### config.mk
export PLATFORM = sky130hd
export DESIGN_NAME = tmr_tbsel
export DESIGN_NICKNAME = d
export VERILOG_FILES = /design/src/rtl/tmr_tbsel_pkg.sv /design/src/rtl/tmr_div.sv /design/src/rtl/tmr_slow_sync.sv /design/src/rtl/tmr_pin_edge.sv /design/src/rtl/tmr_mode_reg.sv /design/src/rtl/tmr_tbsel.sv
export SDC_FILE = /design/constraint.sdc
export NUM_CORES = 1
export LEC_CHECK = 0
export BUFFER_PORTS_ARGS = -buffer_cell sky130_fd_sc_hd__buf_2
export CAP_MARGIN = 20
export CORE_ASPECT_RATIO = 0.75
export CORE_MARGIN = 1.5
export CORE_UTILIZATION = 45
export CTS_BUF_LIST = sky130_fd_sc_hd__clkbuf_8
export CTS_CLUSTER_SIZE = 12
export DETAILED_ROUTE_END_ITERATION = 10
export PLACE_DENSITY_LB_ADDON = 0.08
export SETUP_SLACK_MARGIN = 0.5
export SLEW_MARGIN = 20
export SYNTH_ARGS = -nofsm -noshare
export SYNTH_HDL_FRONTEND = slang
export SYNTH_HIERARCHICAL = 1
export SYNTH_SLANG_ARGS = --single-unit
### constraint.sdc
create_clock -name clk -period 4.9 [get_ports clk]
set_input_delay 0.49 -clock clk [delete_from_list [all_inputs] [get_ports clk]]
set_output_delay 0.49 -clock clk [all_outputs]
set_load 0.02 [all_outputs]
### src/rtl/tmr_tbsel_pkg.sv
package tmr_tbsel_pkg;

    typedef enum logic [2:0] {
        SEL_DIV12 = 3'd0,
        SEL_DIV4  = 3'd1,
        SEL_T0    = 3'd2,
        SEL_PIN   = 3'd3,
        SEL_SYS   = 3'd4,
        SEL_XCLK  = 3'd5,
        SEL_RTC   = 3'd6,
        SEL_NONE  = 3'd7
    } tbase_e;

    // Field order is fixed by the register's bit positions (7 down to 0).
    typedef struct packed {
        logic   idle_hold;
        logic   wd_en;
        logic   wd_lock;
        logic   spare;
        tbase_e sel;
        logic   irq_en;
    } mode_t;

    localparam mode_t MODE_RESET = 8'h40;

    typedef enum logic [1:0] {
        ST_WAIT_HI = 2'd0,
        ST_ARMED   = 2'd1,
        ST_COUNT   = 2'd2,
        ST_HOLD    = 2'd3
    } pin_st_e;

endpackage

### src/rtl/tmr_div.sv
module tmr_div #(
    parameter int DIV = 12
) (
    input  logic clk,
    input  logic rst_n,
    output logic tick_o
);
    localparam int W = (DIV > 1) ? $clog2(DIV) : 1;

    logic [W-1:0] cnt;

    assign tick_o = (cnt == W'(DIV - 1));

    always_ff @(posedge clk or negedge rst_n) begin
        if (!rst_n)      cnt <= '0;
        else if (tick_o) cnt <= '0;
        else             cnt <= cnt + 1'b1;
    end
endmodule

### src/rtl/tmr_slow_sync.sv
module tmr_slow_sync (
    input  logic clk,
    input  logic rst_n,
    input  logic async_i,
    output logic rise_o
);
    logic s1, s2, s3;

    always_ff @(posedge clk or negedge rst_n) begin
        if (!rst_n) begin
            s1 <= 1'b0;
            s2 <= 1'b0;
            s3 <= 1'b0;
        end else begin
            s1 <= async_i;
            s2 <= s1;
            s3 <= s2;
        end
    end

    assign rise_o = s2 & ~s3;
endmodule

### src/rtl/tmr_pin_edge.sv
module tmr_pin_edge
    import tmr_tbsel_pkg::*;
#(
    parameter int HOLD_CYC = 2
) (
    input  logic clk,
    input  logic rst_n,
    input  logic pin_i,
    output logic pulse_o
);
    localparam int HW = (HOLD_CYC > 1) ? $clog2(HOLD_CYC) : 1;

    logic    s1, s2;
    pin_st_e state, state_nx;
    logic [HW-1:0] hcnt, hcnt_nx;

    always_ff @(posedge clk or negedge rst_n) begin
        if (!rst_n) begin
            s1 <= 1'b1;
            s2 <= 1'b1;
        end else begin
            s1 <= pin_i;
            s2 <= s1;
        end
    end

    // State register
    always_ff @(posedge clk or negedge rst_n) begin
        if (!rst_n) begin
            state <= ST_WAIT_HI;
            hcnt  <= '0;
        end else begin
            state <= state_nx;
            hcnt  <= hcnt_nx;
        end
    end

    // Next state
    always_comb begin
        state_nx = state;
        hcnt_nx  = hcnt;
        unique case (state)
            ST_WAIT_HI: if (s2)  state_nx = ST_ARMED;
            ST_ARMED:   if (!s2) state_nx = ST_COUNT;
            ST_COUNT: begin
                state_nx = ST_HOLD;
                hcnt_nx  = HW'(HOLD_CYC - 1);
            end
            ST_HOLD: begin
                if (hcnt == '0) state_nx = s2 ? ST_ARMED : ST_WAIT_HI;
                else            hcnt_nx  = hcnt - 1'b1;
            end
        endcase
    end

    // Outputs
    always_comb begin
        pulse_o = (state == ST_COUNT);
    end

    AST_PIN_SPACING: assert property (@(posedge clk) disable iff (!rst_n)
        pulse_o |=> !pulse_o ##1 !pulse_o ##1 !pulse_o);
endmodule

### src/rtl/tmr_mode_reg.sv
module tmr_mode_reg
    import tmr_tbsel_pkg::*;
(
    input  logic       clk,
    input  logic       rst_n,
    input  logic       wr_i,
    input  logic [7:0] wdata_i,
    output mode_t      mode_o
);
    mode_t mode;

    always_ff @(posedge clk or negedge rst_n) begin
        if (!rst_n) begin
            mode <= MODE_RESET;
        end else if (wr_i) begin
            if (mode.wd_en) begin
                if (!wdata_i[6] && !mode.wd_lock) mode.wd_en <= 1'b0;
            end else begin
                mode.idle_hold <= wdata_i[7];
                mode.wd_en     <= wdata_i[6];
                mode.wd_lock   <= mode.wd_lock | wdata_i[5];
                mode.spare     <= 1'b0;
                mode.sel       <= tbase_e'(wdata_i[3:1]);
                mode.irq_en    <= wdata_i[0];
            end
        end
    end

    assign mode_o = mode;

    AST_WR_BLOCKED: assert property (@(posedge clk) disable iff (!rst_n)
        (wr_i && mode.wd_en) |=> ({mode[7], mode[5:0]} == $past({mode[7], mode[5:0]})));
    AST_LOCK_STICKY: assert property (@(posedge clk) disable iff (!rst_n)
        mode.wd_lock |=> mode.wd_lock);
    AST_LOCK_KEEPS_WD: assert property (@(posedge clk) disable iff (!rst_n)
        (mode.wd_lock && mode.wd_en) |=> mode.wd_en);
endmodule

### src/rtl/tmr_tbsel.sv
module tmr_tbsel
    import tmr_tbsel_pkg::*;
#(
    parameter int CNT_W    = 16,
    parameter int DIV_SLOW = 12,
    parameter int DIV_FAST = 4,
    parameter int PIN_HOLD = 2
) (
    input  logic             clk,
    input  logic             rst_n,
    input  logic             idle_i,
    input  logic             reg_wr_i,
    input  logic             reg_sel_i,
    input  logic [7:0]       reg_wdata_i,
    output logic [7:0]       mode_o,
    input  logic             t0_ovf_i,
    input  logic             pin_i,
    input  logic             xclk_slow_i,
    input  logic             rtc_slow_i,
    output logic [CNT_W-1:0] count_o,
    output logic             ovf_flag_o,
    output logic             irq_o,
    output logic             wdog_en_o
);
    localparam int NPRE  = 2;
    localparam int NSLOW = 2;

    mode_t            mode;
    logic [NPRE-1:0]  pre_tick;
    logic [NSLOW-1:0] slow_tick;
    logic [NSLOW-1:0] slow_in;
    logic             pin_tick;
    logic             tick, adv, flag_clr;
    logic [CNT_W-1:0] count;
    logic             flag;

    assign slow_in = {rtc_slow_i, xclk_slow_i};

    genvar g;
    generate
        for (g = 0; g < NPRE; g++) begin : g_pre
            tmr_div #(.DIV((g == 0) ? DIV_SLOW : DIV_FAST)) u_div (
                .clk(clk), .rst_n(rst_n), .tick_o(pre_tick[g]));
        end
        for (g = 0; g < NSLOW; g++) begin : g_slow
            tmr_slow_sync u_sync (
                .clk(clk), .rst_n(rst_n), .async_i(slow_in[g]), .rise_o(slow_tick[g]));
        end
    endgenerate

    tmr_pin_edge #(.HOLD_CYC(PIN_HOLD)) u_pin (
        .clk(clk), .rst_n(rst_n), .pin_i(pin_i), .pulse_o(pin_tick));

    tmr_mode_reg u_mode (
        .clk(clk), .rst_n(rst_n), .wr_i(reg_wr_i && !reg_sel_i),
        .wdata_i(reg_wdata_i), .mode_o(mode));

    always_comb begin
        unique case (mode.sel)
            SEL_DIV12: tick = pre_tick[0];
            SEL_DIV4:  tick = pre_tick[1];
            SEL_T0:    tick = t0_ovf_i;
            SEL_PIN:   tick = pin_tick;
            SEL_SYS:   tick = 1'b1;
            SEL_XCLK:  tick = slow_tick[0];
            SEL_RTC:   tick = slow_tick[1];
            SEL_NONE:  tick = 1'b0;
        endcase
    end

    assign adv      = tick && !(mode.idle_hold && idle_i);
    assign flag_clr = reg_wr_i && reg_sel_i && !reg_wdata_i[0];

    always_ff @(posedge clk or negedge rst_n) begin
        if (!rst_n) begin
            count <= '0;
            flag  <= 1'b0;
        end else begin
            if (adv) count <= count + 1'b1;
            if (adv && (count == '1)) flag <= 1'b1;
            else if (flag_clr)        flag <= 1'b0;
        end
    end

    assign mode_o     = mode;
    assign count_o    = count;
    assign ovf_flag_o = flag;
    assign irq_o      = flag && mode.irq_en;
    assign wdog_en_o  = mode.wd_en;

    AST_IDLE_FREEZE: assert property (@(posedge clk) disable iff (!rst_n)
        (mode.idle_hold && idle_i) |=> (count == $past(count)));
    AST_RSV_FREEZE: assert property (@(posedge clk) disable iff (!rst_n)
        (mode.sel == SEL_NONE) |=> (count == $past(count)));
    AST_OVF_SET: assert property (@(posedge clk) disable iff (!rst_n)
        (adv && (count == '1)) |=> (flag && (count == '0)));
    AST_FLAG_HOLD: assert property (@(posedge clk) disable iff (!rst_n)
        (flag && !flag_clr) |=> flag);
    AST_SPARE_ZERO: assert property (@(posedge clk) disable iff (!rst_n)
        reg_wr_i |=> (mode_o[4] == 1'b0));
endmodule

======== Yosys cells after proc, flatten, opt, wreduce, memory -nomap -nowiden ========
Cells that the tools add are included.
storage, ports and cells
  flip-flop bits (word level) ............. 41
  memories ................................ 0
  input bits .............................. 17
  word-level logic and storage cells ...... 78
  memory bits (read-only) ................. 0
  output and inout port bits .............. 27
  RAM bits ................................ 0
  bits in latches ......................... 0
cells by class
  $mul .................................... 0
  multiplexer cells ....................... 14
  divide/modulo/power cells ............... 0
  bitwise logic cells ..................... 6
  $lt $le $gt $ge ......................... 0
  equal/unequal tests ..................... 16
  reductions and logical operators ........ 19
  shift operators ......................... 0
  add/subtract/negate cells ............... 4
operators with widths
  kind                     count
  $add A16 B1 Y16 const B  1
  $eq A16 B16 Y1 const B   1
  $eq A3 B3 Y1 const B     4
  $logic_and A1 B1 Y1      8
  $mux W2                  4
  $pmux W1 S8              1
  $pmux W2 S4              1
  $eq A2 B2 Y1 const B     3
  $eq A3 B2 Y1 const B     2
  $mux W1                  6
  $logic_not A1 Y1         5
  $add A4 B1 Y4 const B    1
  $eq A4 B4 Y1 const B     1
  $mux W4                  1
  $ne A2 B2 Y1 const B     2
  $reduce_bool A2 Y1       2
  $eq A3 B1 Y1 const B     1
  $logic_not A3 Y1         1
  $not A1 Y1               3
  $reduce_and A3 Y1        1
  $add A2 B1 Y2 const B    1
  $and A1 B1 Y1            2
  $eq A2 B1 Y1 const B     1
  $logic_not A2 Y1         1
  5 further kinds          5

======== Logic depth before layout (Yosys ltp) ========
  word-level depth ........................ 6
  depth in mapped cells ................... 7
  mapped depth without buffers ............ 6

======== By module ========
The synthesis kept the hierarchy.
by module, submodules not included
  module                    seq. area each (um^2)  cells each  area each (um^2)  times used
  tmr_tbsel                 425.4                  84          882.1             1
  tmr_mode_reg              176.4                  19          314.1             1
  tmr_pin_edge              127.6                  20          247.7             1
  tmr_div (g_pre[0].u_div)  100.1                  14          180.2             1
  tmr_slow_sync             75.1                   4           88.8              2
  tmr_div (g_pre[1].u_div)  50.0                   4           66.3              1

======== Least setup slack after synthesis ========
OpenSTA, ideal clock, no wires.
  kind .................................... register -> register
  from .................................... reg g_pre[0].u_div.cnt[0]
  to ...................................... reg count[1], in the netlist count_o[1]
  slack ................................... 2.839 ns
  cell stages (with the launch flop) ...... 7
  path buffers ............................ 0
  setup time .............................. 0.128 ns
  data arrival time ....................... 1.934 ns
  cells stage by stage .................... dfrtp_1 -> ha_1 -> and3b_1 -> mux2i_1 -> a222oi_1 -> nand2_1 -> mux2_1
between the ends
  cells in the longest elaborated chain, start to end .. 3
ends and longest elaborated chain
  what                    line             source
  start, declared         tmr_div.sv:10    logic [W-1:0] cnt;
  start signal, assigned  tmr_div.sv:17    else cnt <= cnt + 1'b1;
  $eq A4 B4 Y1            tmr_div.sv:12    assign tick_o = (cnt == W'(DIV - 1));
  via pre_tick[0]         tmr_tbsel.sv:29  logic [NPRE-1:0] pre_tick;
  $pmux W1 S8             tmr_tbsel.sv:59  unique case (mode.sel)
  $logic_and A1 B1 Y1     tmr_tbsel.sv:71  assign adv = tick && !(mode.idle_hold && idle_i);
  end signal, assigned    tmr_tbsel.sv:79  if (adv) count <= count + 1'b1;
  end, declared           tmr_tbsel.sv:34  logic [CNT_W-1:0] count;
The timed path passes the listed nets, and every way through them passes these cells.
A chain may end at the register's enable or synchronous reset.

======== Worst setup path after layout ========
Ends and elaborated chain as after synthesis.

==> reports/metrics.cfg <==
[outcome]
run_status=finished clean

[cts]
cts_sinks=41
hold_buffers=0
cts_buffer_depth=2
cts.clk_slew.worst_paths_ns=0.07
cts_resized=0
post_cts_buffers=0
numCtsBuffers=5
cts_tree=built
worstSkewPairLatency_ns=0.29
ctsRootBufferMaster=clkbuf_8
htreeDepth=2

[global_routing]
grt_use_met2_pct=28.95
grt_max_degree=42
antenna_found_initial=0
grt_pass1_wl_um=5947
gr-usage-met1_pct=21.04
use_met3_pct=4.961
groute.usage.overall_pct=17.15
gr-total-overflow=0
grt_pass1_vias=1323
busiest_layer=met2

[setup_path]
start_kind=flip-flop
crit_type=reg -> reg
max_stage_delay_ns=0.40
r2r_slack_ns=2.78
r2r_start=g_pre[0].u_div/cnt[0]
cp_max_fo=16
crit_start=g_pre[0].u_div/cnt[0]
critical-path-slowest-cell=dfrtp_1
cp.required_ns=5.06
rr_endpoint=count_o[1]
r2r_cells=7
crit_arrival_ns=2.28
endpoint_kind=flip-flop
worstPathCellList=ha_1, and3b_1, mux2i_1, a222oi_1, buf_4, nand2_1, mux2_1

[worst_hold_path]
holdPathEnd=u_pin/s1
min_from=pin_i
whs_path_depth=1
min_path_type=in -> reg

[timing]
hold_viol=0
final_max_slew_viol_count=0
fmax_mhz=471.7
timing.final.crit_share_pct=43.26
rsz0062_at_grt=no
tightest_slew_ns=0.8861
timing.setup.tns_ns=0
clock_skew_ns=0.009229
fin_crit_ns=2.120
finalSetupViolations=0
slew_headroom_pct=40.92

[power]
total_power_uw=1080
power_density_mw_per_mm2=491.4
vdd_ir_drop_max_v=0.0003010
p_leak_uw=0.001043

[placed_design]
gp_congestion=0.7626
hpwl_um=2459
port_buffers=41
placedCellCount=241
placed_cell_area_mm2=0.002116

[synthesis]
muxShareOfSynthArea_pct=7.234
synth_top_cells_by_area=dfrtp_1 51%, xnor2_1 7.0%, mux2_4 4.8%
synth_fa_ha_area_share_pct=4.689
synth_ff_type=dfrtp_1
yosys_warnings=6
syn_area_per_cell_um2=12.54
yosysTopAreaCell=dfrtp_1
synth_fp_nets=173
synth_top_family_by_area=simple AND/OR/NAND/NOR gates
synth_edf_count=0
netlist_area_mm2=0.001868
ys_seq_area_share_pct=55.12
yosys.area_share.simple_pct=17.95
ys_seq_elements=41
netlist_instances=149
synth_top_area_share_pct=50.90
synth_cell_types=40
ys_async_sr_fraction_pct=100.0
synth-compound-area-share_pct=4.956
synth_xor_area_share_pct=7.033

[layout]
diodes=0
num-nets-final=217
layout_commonest_cell=buf_2
final_util_pct=54.91
area_growth_pct=17.68
layout.cells.non_filler=249
fillers=363
layout_common_cells=41 x buf_2, 38 x dfrtp_1, 15 x xnor2_1
fin_area_mm2=0.002198
drive_above_1_share_pct=34.02

[route]
wl_per_cell_um=13.70
dr.pass1.iters=4
vias=1276
drt_drc_violations_left=0
drtIter0Drc=61
finalWirelength_um=3411
final_antenna_net_count=0
via_per_inst=5.124

[floorplan]
rows=20
die_area_mm2=0.004551
core_mm2=0.004004
die_y_um=58.80
io_pins=44
initial_core_util_pct=46.66
dieWidth_um=77.40

[job]
maxCapViolCount=0

Yosys cell counts (2+ instances only):
cell and n:
and2_1 3, and3_1 6, buf_4 3, clkbuf_1 2, dfrtp_1 38, dfstp_2 3, ha_1 7, inv_1 3
mux2_4 6, mux2i_1 2, nand2_1 6, nand3_1 7, nand3b_1 2, nand4_1 9, nor2_1 6, nor2b_1 3
nor2b_4 3, nor3_1 3, o211ai_1 2, xnor2_1 15
metrics by stage:
step	worst slack, ns	hold slack [ns]
floorplan	2.839	0.1944
global placement	2.835	0.3338
detailed placement	2.795	0.3434
CTS	2.772	0.3021
global route	2.579	0.2889
finish	2.780	0.3100
power by group:
part	total [uW]	leakage [uW]	switching [uW]	internal [uW]
Sequential	479	0.000508	71.4	407
Clock	206	0.0000491	109	96.6
Combinational	396	0.000485	225	170
area by class of cell:
type | instances | area, um2 | area share (%)
Inverter | 3 | 11.26 | 0.5122
Timing Repair Buffer | 43 | 220.2 | 10.02
Multi-Input combinational cell | 99 | 785.8 | 35.74
Clock buffer | 5 | 68.82 | 3.130
Tap cell | 55 | 68.82 | 3.130
Sequential cell | 41 | 1030 | 46.84
Clock inverter | 3 | 13.76 | 0.6261
worst max path at each step:
stage,endpoint,slack [ns],cells past startpoint
3_5_place_dp,count_o[1],2.79,7
5_1_grt,count_o[1],2.58,7
3_3_place_gp,count_o[1],2.84,7
4_1_cts,count_o[1],2.77,7
2_1_floorplan,count_o[1],2.84,6
6_report,count_o[1],2.78,7
metal layers:
metal / routed length [um] / up-vias
li1: - / 616
met1: 1628 / 626
met2: 1605 / 32
met3: 157 / 2
met4: 20 / 0
met5: 0 / -
registers in the layout, summed over array words and instances, names as in the netlist, 2 cells and up:
name and count:
g_slow.u_sync/s2 2, g_pre.u_div/cnt 6, u_pin/state 2, g_slow.u_sync/s1 2, g_slow.u_sync/s3 2, count_o 16
u_mode/mode_o 7
worst max-delay path: cells and delay by family (launching register included):
family	cells	cell delay, ns
compound gates	1	0.36
flops	1	0.40
mux	2	0.40
fa+ha+maj	1	0.22
buf+inv	1	0.28
simple gates	2	0.34
logic make-up (layout without fill, tap and decap cells):
family | count (synthesis) | count (layout)
buf+inv | 9 | 54
xor+xnor | 15 | 15
simple gates | 55 | 55
compound gates | 11 | 11
flops | 41 | 41
fa+ha+maj | 7 | 7
other cells | 1 | 1
mux | 10 | 10
Note: power is estimated with default switching activity, not from simulation.
